`src/rtl/tcam_pkg.sv`:
```
package tcam_pkg;

    localparam int unsigned TC_IDX_W   = 16;
    localparam int unsigned TC_KEY_MAX = 64;

    typedef struct packed {
        logic                hit;
        logic [TC_IDX_W-1:0] idx;
    } tc_hit_t;

    localparam tc_hit_t TC_NONE = '0;

    // Ternary compare: masked-out bits never cause a mismatch.
    function automatic logic tc_match(
        input logic [TC_KEY_MAX-1:0] k,
        input logic [TC_KEY_MAX-1:0] v,
        input logic [TC_KEY_MAX-1:0] c
    );
        return ((k ^ v) & c) == '0;
    endfunction

endpackage

```
`src/rtl/tcam_unit.sv`:
```
module tcam_unit
    import tcam_pkg::*;
#(
    parameter int unsigned KEY_W  = 8,
    parameter int unsigned EPU    = 4,
    parameter int unsigned STAGES = 2,
    parameter int unsigned BASE   = 0
) (
    input  logic                    clk,
    input  logic                    rst,
    input  logic                    in_vld,
    input  tc_hit_t                 in_hit,
    input  logic [STAGES*KEY_W-1:0] stage_keys,
    input  logic [EPU*KEY_W-1:0]    ent_val,
    input  logic [EPU*KEY_W-1:0]    ent_care,
    input  logic [EPU-1:0]          ent_ok,
    output logic                    out_vld,
    output tc_hit_t                 out_hit
);

    localparam int unsigned CH = EPU / STAGES;

    logic [STAGES:0] stg_vld;
    tc_hit_t         stg_hit [STAGES+1];

    assign stg_vld[0] = in_vld;
    assign stg_hit[0] = in_hit;

    for (genvar s = 0; s < STAGES; s++) begin : g_stage
        tc_hit_t                 nxt;
        logic    [KEY_W-1:0]     skey;
        assign skey = stage_keys[s*KEY_W +: KEY_W];

        always_comb begin
            nxt = stg_hit[s];
            if (!stg_hit[s].hit) begin
                for (int j = CH - 1; j >= 0; j--) begin
                    if (ent_ok[s*CH + j] &&
                        tc_match(TC_KEY_MAX'(skey),
                                 TC_KEY_MAX'(ent_val[(s*CH + j)*KEY_W +: KEY_W]),
                                 TC_KEY_MAX'(ent_care[(s*CH + j)*KEY_W +: KEY_W]))) begin
                        nxt.hit = 1'b1;
                        nxt.idx = TC_IDX_W'(BASE + s*CH + j);
                    end
                end
            end
        end

        always_ff @(posedge clk) begin
            if (rst) begin
                stg_vld[s+1] <= 1'b0;
                stg_hit[s+1] <= TC_NONE;
            end else begin
                stg_vld[s+1] <= stg_vld[s];
                stg_hit[s+1] <= stg_vld[s] ? nxt : TC_NONE;
            end
        end
    end

    assign out_vld = stg_vld[STAGES];
    assign out_hit = stg_hit[STAGES];

    // a winner leaving this unit is never above this unit's index range
    a_r3_idx_range: assert property (@(posedge clk) disable iff (rst)
        out_hit.hit |-> (out_hit.idx < TC_IDX_W'(BASE + EPU)));

    // no hit travels without a key
    a_r6_unit_quiet: assert property (@(posedge clk) disable iff (rst)
        !out_vld |-> !out_hit.hit);

endmodule

```
`src/rtl/tcam_row.sv`:
```
module tcam_row
    import tcam_pkg::*;
#(
    parameter int unsigned KEY_W  = 8,
    parameter int unsigned UNITS  = 2,
    parameter int unsigned STAGES = 2,
    parameter int unsigned EPU    = 4,
    parameter int unsigned ROW    = 0
) (
    input  logic                         clk,
    input  logic                         rst,
    input  logic                         in_vld,
    input  logic [KEY_W-1:0]             in_key,
    input  logic [UNITS*EPU*KEY_W-1:0]   ent_val,
    input  logic [UNITS*EPU*KEY_W-1:0]   ent_care,
    input  logic [UNITS*EPU-1:0]         ent_ok,
    output logic                         out_vld,
    output tc_hit_t                      out_hit
);

    localparam int unsigned LH = UNITS * STAGES;

    // key delay line: slot k holds the key k cycles after entry
    logic [LH*KEY_W-1:0] kline;
    assign kline[KEY_W-1:0] = in_key;

    if (LH > 1) begin : g_kline
        always_ff @(posedge clk) begin
            kline[LH*KEY_W-1:KEY_W] <= kline[(LH-1)*KEY_W-1:0];
        end
    end

    logic [UNITS:0] c_vld;
    tc_hit_t        c_hit [UNITS+1];

    assign c_vld[0] = in_vld;
    assign c_hit[0] = TC_NONE;

    for (genvar u = 0; u < UNITS; u++) begin : g_unit
        tcam_unit #(
            .KEY_W (KEY_W),
            .EPU   (EPU),
            .STAGES(STAGES),
            .BASE  ((ROW*UNITS + u) * EPU)
        ) u_unit (
            .clk       (clk),
            .rst       (rst),
            .in_vld    (c_vld[u]),
            .in_hit    (c_hit[u]),
            .stage_keys(kline[u*STAGES*KEY_W +: STAGES*KEY_W]),
            .ent_val   (ent_val[u*EPU*KEY_W +: EPU*KEY_W]),
            .ent_care  (ent_care[u*EPU*KEY_W +: EPU*KEY_W]),
            .ent_ok    (ent_ok[u*EPU +: EPU]),
            .out_vld   (c_vld[u+1]),
            .out_hit   (c_hit[u+1])
        );
    end

    assign out_vld = c_vld[UNITS];
    assign out_hit = c_hit[UNITS];

endmodule

```
`src/rtl/tcam_lookup.sv`:
```
module tcam_lookup
    import tcam_pkg::*;
#(
    parameter int unsigned DEPTH  = 16,
    parameter int unsigned KEY_W  = 8,
    parameter int unsigned RES_W  = 8,
    parameter int unsigned ROWS   = 2,
    parameter int unsigned UNITS  = 2,
    parameter int unsigned STAGES = 2
) (
    input  logic                     clk,
    input  logic                     rst,
    input  logic                     wr_en,
    input  logic [$clog2(DEPTH)-1:0] wr_idx,
    input  logic                     wr_keep,
    input  logic [KEY_W-1:0]         wr_value,
    input  logic [KEY_W-1:0]         wr_care,
    input  logic [RES_W-1:0]         wr_result,
    input  logic                     key_vld,
    input  logic [KEY_W-1:0]         key,
    output logic                     res_vld,
    output logic                     res_hit,
    output logic [RES_W-1:0]         res_data
);

    localparam int unsigned AW   = $clog2(DEPTH);
    localparam int unsigned EPU  = DEPTH / (ROWS * UNITS);
    localparam int unsigned RSPAN = UNITS * EPU;

    // entry storage
    logic [DEPTH*KEY_W-1:0] val_mem;
    logic [DEPTH*KEY_W-1:0] care_mem;
    logic [DEPTH-1:0]       ok_mem;
    logic [RES_W-1:0]       res_mem [DEPTH];

    always_ff @(posedge clk) begin
        if (rst) begin
            ok_mem <= '0;
        end else if (wr_en) begin
            ok_mem[wr_idx] <= wr_keep;
        end
    end

    always_ff @(posedge clk) begin
        if (wr_en) begin
            val_mem[wr_idx*KEY_W +: KEY_W]  <= wr_value;
            care_mem[wr_idx*KEY_W +: KEY_W] <= wr_care;
            res_mem[wr_idx]                 <= wr_result;
        end
    end

    // parallel rows
    logic [ROWS-1:0] row_vld;
    tc_hit_t         row_hit [ROWS];

    for (genvar r = 0; r < ROWS; r++) begin : g_row
        tcam_row #(
            .KEY_W (KEY_W),
            .UNITS (UNITS),
            .STAGES(STAGES),
            .EPU   (EPU),
            .ROW   (r)
        ) u_row (
            .clk     (clk),
            .rst     (rst),
            .in_vld  (key_vld),
            .in_key  (key),
            .ent_val (val_mem[r*RSPAN*KEY_W +: RSPAN*KEY_W]),
            .ent_care(care_mem[r*RSPAN*KEY_W +: RSPAN*KEY_W]),
            .ent_ok  (ok_mem[r*RSPAN +: RSPAN]),
            .out_vld (row_vld[r]),
            .out_hit (row_hit[r])
        );
    end

    // cross-row priority encode: lower row holds lower indices
    tc_hit_t pick;
    always_comb begin
        pick = TC_NONE;
        for (int r = ROWS - 1; r >= 0; r--) begin
            if (row_hit[r].hit) pick = row_hit[r];
        end
    end

    logic                enc_vld;
    logic                enc_hit;
    logic [TC_IDX_W-1:0] enc_idx;

    always_ff @(posedge clk) begin
        if (rst) begin
            enc_vld <= 1'b0;
            enc_hit <= 1'b0;
            enc_idx <= '0;
        end else begin
            enc_vld <= row_vld[0];
            enc_hit <= row_vld[0] & pick.hit;
            enc_idx <= pick.idx;
        end
    end

    // registered output
    always_ff @(posedge clk) begin
        if (rst) begin
            res_vld  <= 1'b0;
            res_hit  <= 1'b0;
            res_data <= '0;
        end else begin
            res_vld  <= enc_vld;
            res_hit  <= enc_vld & enc_hit;
            res_data <= (enc_vld && enc_hit) ? res_mem[enc_idx[AW-1:0]] : '0;
        end
    end

    // all rows finish the same key on the same cycle
    a_r2_rows_aligned: assert property (@(posedge clk) disable iff (rst)
        (row_vld == '0) || (&row_vld));

    // the encoded winner is a real table index
    a_r3_idx_in_depth: assert property (@(posedge clk) disable iff (rst)
        enc_hit |-> (enc_idx < TC_IDX_W'(DEPTH)));

    // a miss carries a zero result word
    a_r4_miss_zero: assert property (@(posedge clk) disable iff (rst)
        (res_vld && !res_hit) |-> (res_data == '0));

    // outputs are quiet between results
    a_r6_quiet: assert property (@(posedge clk) disable iff (rst)
        !res_vld |-> (!res_hit && res_data == '0));

endmodule

```
`config.mk`:
```
export PLATFORM = sky130hd
export DESIGN_NAME = tcam_lookup
export DESIGN_NICKNAME = d
export VERILOG_FILES = /design/src/rtl/tcam_pkg.sv /design/src/rtl/tcam_unit.sv /design/src/rtl/tcam_row.sv /design/src/rtl/tcam_lookup.sv
export SDC_FILE = /design/constraint.sdc
export NUM_CORES = 1
export LEC_CHECK = 0
export ABC_AREA = 1
export BUFFER_PORTS_ARGS = -buffer_cell sky130_fd_sc_hd__buf_2
export CELL_PAD_IN_SITES_DETAIL_PLACEMENT = 1
export CELL_PAD_IN_SITES_GLOBAL_PLACEMENT = 1
export CORE_ASPECT_RATIO = 1.25
export CORE_MARGIN = 2
export CORE_UTILIZATION = 53
export DETAILED_ROUTE_END_ITERATION = 6
export GPL_ROUTABILITY_DRIVEN = 0
export GPL_TIMING_DRIVEN = 0
export PLACE_DENSITY = 0.93
export RECOVER_POWER = 100
export SYNTH_ARGS = -nofsm -noshare
export SYNTH_HDL_FRONTEND = slang
export SYNTH_SLANG_ARGS = --single-unit
export TNS_END_PERCENT = 100
```
`constraint.sdc`:
```
create_clock -name clk -period 8.1 [get_ports clk]
set_input_delay 1.62 -clock clk [delete_from_list [all_inputs] [get_ports clk]]
set_output_delay 1.62 -clock clk [all_outputs]
set_load 0.01 [all_outputs]
```
==> results of run 1 <==
[state kept, by name, summed over array words and instances (netlist names), 8 cells and up]
register	count
val_mem	128
g_row.u_row.kline	24
g_row.u_row.g_unit.u_unit.stg_hit	13
res_data	8
care_mem	128
res_mem	128
g_row.u_row.g_unit.u_unit.out_hit	15
ok_mem	16
[synth_stat cells (2+ instances only)]
cell type / n
inv_1: 157
o211ai_1: 32
edfxtp_1: 384
a21oi_1: 29
nand3b_1: 5
ha_1: 5
clkbuf_1: 57
nand2_1: 302
xor2_1: 7
nand3_1: 151
nor3_2: 11
o21ai_0: 111
o21a_1: 2
buf_1: 8
inv_2: 4
clkinv_1: 2
nand4_1: 21
nor2_1: 466
or2_2: 53
buf_2: 17
nor3_1: 75
dfxtp_1: 88
[per-layer routing]
| layer | wire length (µm) | global-route usage, % |
|---|---|---|
| met1 | 23900 | 41.8 |
| met2 | 36900 | 65.5 |
| met3 | 6840 | 8.44 |
| met4 | 8180 | 32.3 |
| met5 | 24 | 0 |
[layout by cell type, fill, tap and decap left out, drive strengths merged]
cell and count:
o211ai 32, xnor2 1, buf 30, clkinvlp 3, nor2 467, or2 53
clkinv 13, dfxtp 88, a31oi 1, inv 161, nand3 151, edfxtp 384
nor3 86, bufinv 4, o21ai 111, nand2 302, nand3b 5, ha 5
clkbuf 167, nand4 21, o21a 2, a21oi 29, o22ai 1, diode 2
xor2 7
[worst reg2reg max path, stage by stage (launching register included)]
cell and delay (ns):
dfxtp_1 0.39, clkbuf_1 0.42, clkinv_1 0.41, clkbuf_1 0.39, o21ai_0 0.33, o211ai_1 0.24, nand3_1 0.20, a21oi_1 0.08
[through the flow]
step                      util [%]  hold WS (ns)  instances  total power, mW  worst slack, ns
final                         59.8         0.367       2612             5.27             2.72
after global routing          59.8         0.366       2610             5.36             2.65
after CTS                     60.1         0.349       2610             5.24             3.06
after detailed placement      56.0         0.338       2526             3.08             2.49
after global placement        56.0         0.333       2525             3.04             2.71
after floorplan                  -         0.329       1992             2.91             3.67
[power groups by stage]
stage | combinational [mW] | sequential, mW | clock (mW)
after floorplan | 0.181 | 2.73 | 0
after global placement | 0.301 | 2.74 | 0
after detailed placement | 0.327 | 2.75 | 0
after CTS | 0.341 | 2.70 | 2.20
after global routing | 0.370 | 2.70 | 2.28
final | 0.357 | 2.70 | 2.22
[path summary, 6_finish.rpt]
check / from / to
worst max-delay path: wr_idx[0] / care_mem[63]$_DFFE_PP_
worst min-delay path: g_row[1].u_row.kline[15]$_DFF_P_ / g_row[1].u_row.kline[23]$_DFF_P_
worst max register to register: enc_idx[0]$_SDFF_PP0_ / res_data[7]$_SDFF_PP0_
worst min register to register: g_row[1].u_row.kline[15]$_DFF_P_ / g_row[1].u_row.kline[23]$_DFF_P_
[kinds of logic after synthesis]
| group | synth area share [%] |
|---|---|
| and+or+nand+nor | 23.2 |
| DFF | 66.6 |
| buffers and inverters | 4.75 |
| AOI/OAI and AO/OA | 4.85 |
| xor gates and xnor gates | 0.351 |
| adders and majority gates | 0.313 |
[layout make-up]
| type | count | area share, % |
|---|---|---|
| inverter | 163 | 2.75 |
| buffer | 83 | 1.44 |
| antenna | 2 | 0.0225 |
| timing repair buffer | 48 | 0.923 |
| clock buffer | 66 | 5.88 |
| multi-input combinational | 1274 | 25.6 |
| clock inverter | 18 | 0.884 |
| sequential | 472 | 59.8 |
| tap | 486 | 2.74 |
==> flow_summary.yaml, run 1 <==
global_routing:
  grt_pass1_wl_um: 112000
  grt_max_degree: 17
  grt_use_total_pct: 39.1
  grt_pass1_vias: 17900
  grt_antenna_before_repair: 3
  grt.overflow.total: 0
detailed_routing:
  wl_um: 75800
  avgRoutedWirePerCell_um: 29.0
  via_count: 16600
  ant_nets: 0
  drtIter0Drc: 2122
  avgViaCountPerCell: 6.34
  drt-pass1-iter-count: 6
  drc: 0
clock_tree:
  h-tree-depth: 2
  clockBufferDepth: 3
  numCtsBuffers: 45
  cts_tree: "yes"
  hold_buffers: 0
  clock_latency_ns: 0.58
  path_clk_slew_ns: 0.07
  cts_root_buf: "clkbuf_16"
  cts_sinks: 472
  post_cts_buffers: 0
  cts_resized: 0
finish:
  area_growth_pct: 11.3
  final_area_um2: 22200
  final_nets: 2133
  nFillCells: 4125
  seq_area_um2: 13300
  layout-drive-gt1-share_pct: 7.02
  multi_input_area_um2: 5680
yosys:
  ys_seq_area_share_pct: 66.6
  ys.flop_type: "edfxtp_1"
  async_reset_ff_share_pct: 0
  netlist_area_um2: 20000
  synth_top_area_share_pct: 57.7
  netlist_top_cells_area: "edfxtp_1, dfxtp_1, nor2_1"
  synth_cells: 1992
  synth_nets: 2038
  synth_edf_count: 384
  synth_top_area_cell: "edfxtp_1"
  yosys_register_bits: 472
  ys_warn_count: 0
  avgSynthCellArea_um2: 10.0
  synth_cell_types: 27
critical_path:
  setup.worst_path.class: "primary input to flop"
  cp_common_cell: "clkbuf_1"
  cp_num_buf_inv: 6
  rr_worst_depth: 7
  cp_top_family: "buffers and inverters"
  cp.depth: 10
  cp-start-kind: "primary input"
  r2r_slack_ns: 5.51
  cp_slowest_stage_delay_ns: 0.63
  path_max_fanout: 16
  cp_data_arrival_time_ns: 5.56
  required_ns: 8.28
  worst_setup_path_end_kind: "flop"
  crit_chain: "clkbuf_1 -> inv_1 -> clkbuf_1 -> ha_1 -> xnor2_1 -> clkinv_1 -> nand2_1 -> clkbuf_1 -> clkbuf_1 -> nor2_1"
  critPathSlowestCell: "clkbuf_1"
sta:
  rsz0062_at_grt: "no"
  slew_viol_final: 187
  setup_viol: 0
  min_period_over_period_pct: 66.5
  setup_tns_ns: 0
  fin_skew_ns: 0.0198
  worst_pin_slew_ns: 1.60
  timing.max_slew.rel_slack_pct: -7.36
  fin_crit_ns: 5.38
  hold_violations: 0
  fmax_mhz: 186
power_and_ir_drop:
  p_sw_share_pct: 24.4
  intPower_mw: 3.99
  p_per_area_nw_per_um2: 237
  switching_power_mw: 1.29
  vdd.ir_drop.worst_mv: 0.197
  pwr-share-comb_pct: 6.8
  p_clk_share_pct: 42.0
  seq_power_share_pct: 51.2
  p_leak_nw: 8.00
worst_hold_path:
  worst_hold_path_type: "flop to flop"
  worstHoldPathCells: 0
place:
  placed_cell_area_um2: 20800
  place_hpwl_um: 51200
  io_buffers: 47
die:
  rows: 79
  dieArea_um2: 39300
  die_w_um: 178
  core_area_um2: 37200
  start_util_pct: 53.7
  chipHeight_um: 221
  io_pins: 51
job:
  cap_violations: 13
outcome:
  status: "finished with violations"
  violations: "capacitance limit, slew limit"
Power figures use the tool's default switching activity.
==> run 2, diff against run 1 <==
--- a/config.mk
+++ b/config.mk
@@ -11,11 +11,11 @@
 export CELL_PAD_IN_SITES_GLOBAL_PLACEMENT = 1
 export CORE_ASPECT_RATIO = 1.25
 export CORE_MARGIN = 2
-export CORE_UTILIZATION = 53
+export CORE_UTILIZATION = 45
 export DETAILED_ROUTE_END_ITERATION = 6
 export GPL_ROUTABILITY_DRIVEN = 0
 export GPL_TIMING_DRIVEN = 0
-export PLACE_DENSITY = 0.93
+export PLACE_DENSITY = 0.85
 export RECOVER_POWER = 100
 export SYNTH_ARGS = -nofsm -noshare
 export SYNTH_HDL_FRONTEND = slang
==> constraint.sdc (replaced) <==
create_clock -name clk -period 4.92 [get_ports clk]
set_input_delay 0.984 -clock clk [delete_from_list [all_inputs] [get_ports clk]]
set_output_delay 0.984 -clock clk [all_outputs]
set_load 0.01 [all_outputs]
==> flow_summary.yaml, run 2 (same netlist as run 1, synthesis figures left out) <==
outcome:
  status: "finished with violations"
  violations: "capacitance limit, slew limit"
clock_tree:
  cts_tree: "yes"
  cts_resized: 0
  clockBufferDepth: 3
  hold_buffers: 0
  path_clk_slew_ns: 0.07
  h-tree-depth: 2
  post_cts_buffers: 0
  clock_latency_ns: 0.59
  cts_sinks: 472
  numCtsBuffers: 46
  cts_root_buf: "clkbuf_16"
die:
  dieArea_um2: 46100
  io_pins: 51
  start_util_pct: 45.5
  rows: 86
  core_area_um2: 43900
  chipHeight_um: 240
  die_w_um: 192
worst_hold_path:
  worst_hold_path_type: "flop to flop"
  worstHoldPathCells: 0
  min_from: "g_row[1].u_row.kline[20]$_DFF_P_"
  holdPathEnd: "g_row[1].u_row.kline[28]$_DFF_P_"
global_routing:
  grt_max_degree: 17
  grt.overflow.total: 0
  grt_use_total_pct: 29.5
  grt_antenna_before_repair: 0
  grt_pass1_wl_um: 98400
  grt_pass1_vias: 16600
job:
  cap_violations: 4
critical_path:
  rr_startpoint: "enc_idx[0]$_SDFF_PP0_"
  setup.worst_path.class: "primary input to flop"
  required_ns: 5.16
  rr_worst_depth: 7
  worst_setup_path_end_kind: "flop"
  cp-start-kind: "primary input"
  r2r_slack_ns: 2.44
  path_max_fanout: 16
  cp_data_arrival_time_ns: 4.77
  rr_endpoint: "res_data[5]$_SDFF_PP0_"
power_and_ir_drop:
  intPower_mw: 6.49
  seq_power_share_pct: 52.2
  vdd.ir_drop.worst_mv: 0.276
  p_per_area_nw_per_um2: 381
  p_sw_share_pct: 23.8
  pwr-share-comb_pct: 6.6
  switching_power_mw: 2.02
  p_leak_nw: 7.99
  p_clk_share_pct: 41.2
finish:
  fin_util_pct: 50.9
  final_nets: 2136
  area_growth_pct: 11.8
  n_antenna_cell: 0
  layout-drive-gt1-share_pct: 7.10
  reg_top3: "care_mem (128), res_mem (128), val_mem (128)"
  final_cell_mix: "nor2_1, edfxtp_1, nand2_1"
  final_common_cell: "nor2_1"
detailed_routing:
  drc: 0
  wl_um: 67000
  avgRoutedWirePerCell_um: 24.8
  ant_nets: 0
  via_count: 15500
  drt-pass1-iter-count: 5
  drtIter0Drc: 1309
  avgViaCountPerCell: 5.76
sta:
  rsz0062_at_grt: "no"
  min_period_over_period_pct: 91.9
  worst_pin_slew_ns: 1.54
  slew_viol_final: 17
  timing.max_slew.rel_slack_pct: -2.80
  fmax_mhz: 221
  fin_crit_ns: 4.52
  setup_viol: 0
  setup_tns_ns: 0
  hold_violations: 0
  fin_skew_ns: 0.0326
place:
  io_buffers: 47
  place_hpwl_um: 48200
==> run 2: power by group through the flow <==
| stage | sequential, mW | combinational [mW] | clock (mW) |
|---|---|---|---|
| CTS | 4.44 | 0.550 | 3.52 |
| global placement | 4.51 | 0.512 | 0 |
| global route | 4.45 | 0.594 | 3.66 |
| finish | 4.44 | 0.561 | 3.51 |
| detailed placement | 4.52 | 0.542 | 0 |
| floorplan | 4.50 | 0.298 | 0 |
==> run 2: stage by stage <==
stage | area, µm² | power, mW | instances | hold slack [ns] | setup WS [ns]
after floorplan | 20000 | 4.79 | 1992 | 0.329 | 1.13
after detailed placement | 20900 | 5.07 | 2612 | 0.395 | -0.0730
after global placement | 20900 | 5.03 | 2611 | 0.389 | 0.116
final | 22300 | 8.51 | 2700 | 0.413 | 0.396
after global routing | 22300 | 8.70 | 2700 | 0.410 | 0.285
after CTS | 22400 | 8.51 | 2698 | 0.408 | 0.548
==> run 2: worst max-delay path, stage by stage <==
cell      delay, ns
clkbuf_1       0.34
inv_1          0.21
clkbuf_1       0.32
ha_1           0.35
xnor2_1        0.43
clkinv_1       0.26
nand2_1        0.25
clkbuf_1       0.54
clkbuf_1       0.69
nor2_2         0.37
==> run 2: routing by layer <==
layer / routed length [µm] / vias up / part of all wire, % / GRT usage, %
li1: - / 6883 / - / -
met1: 23100 / 7709 / 34 / 31.5
met2: 33900 / 689 / 51 / 51.8
met3: 4630 / 262 / 6.9 / 5.33
met4: 5450 / 0 / 8.1 / 21.7
met5: 0 / - / 0 / 0
==> run 2: area by class of cell <==
cell class	count	area (µm²)
repair buffers	50	213
inverters	163	612
multi-input cells	1274	5700
clock inverters	12	83.8
flip-flops and latches	472	13300
well taps	572	716
plain buffers	83	319
fillers	4938	21600
clock buffers	74	1390
==> run 2: worst max path at each step <==
stage | start | end | slack, ns | cells past startpoint
after global placement | wr_idx[0] | care_mem[6]$_DFFE_PP_ | 0.12 | 8
after floorplan | wr_idx[0] | care_mem[64]$_DFFE_PP_ | 1.13 | 7
final | wr_idx[0] | care_mem[41]$_DFFE_PP_ | 0.40 | 10
after detailed placement | wr_idx[0] | val_mem[6]$_DFFE_PP_ | -0.07 | 8
after global routing | wr_idx[0] | care_mem[41]$_DFFE_PP_ | 0.28 | 10
after CTS | wr_idx[0] | care_mem[6]$_DFFE_PP_ | 0.55 | 8
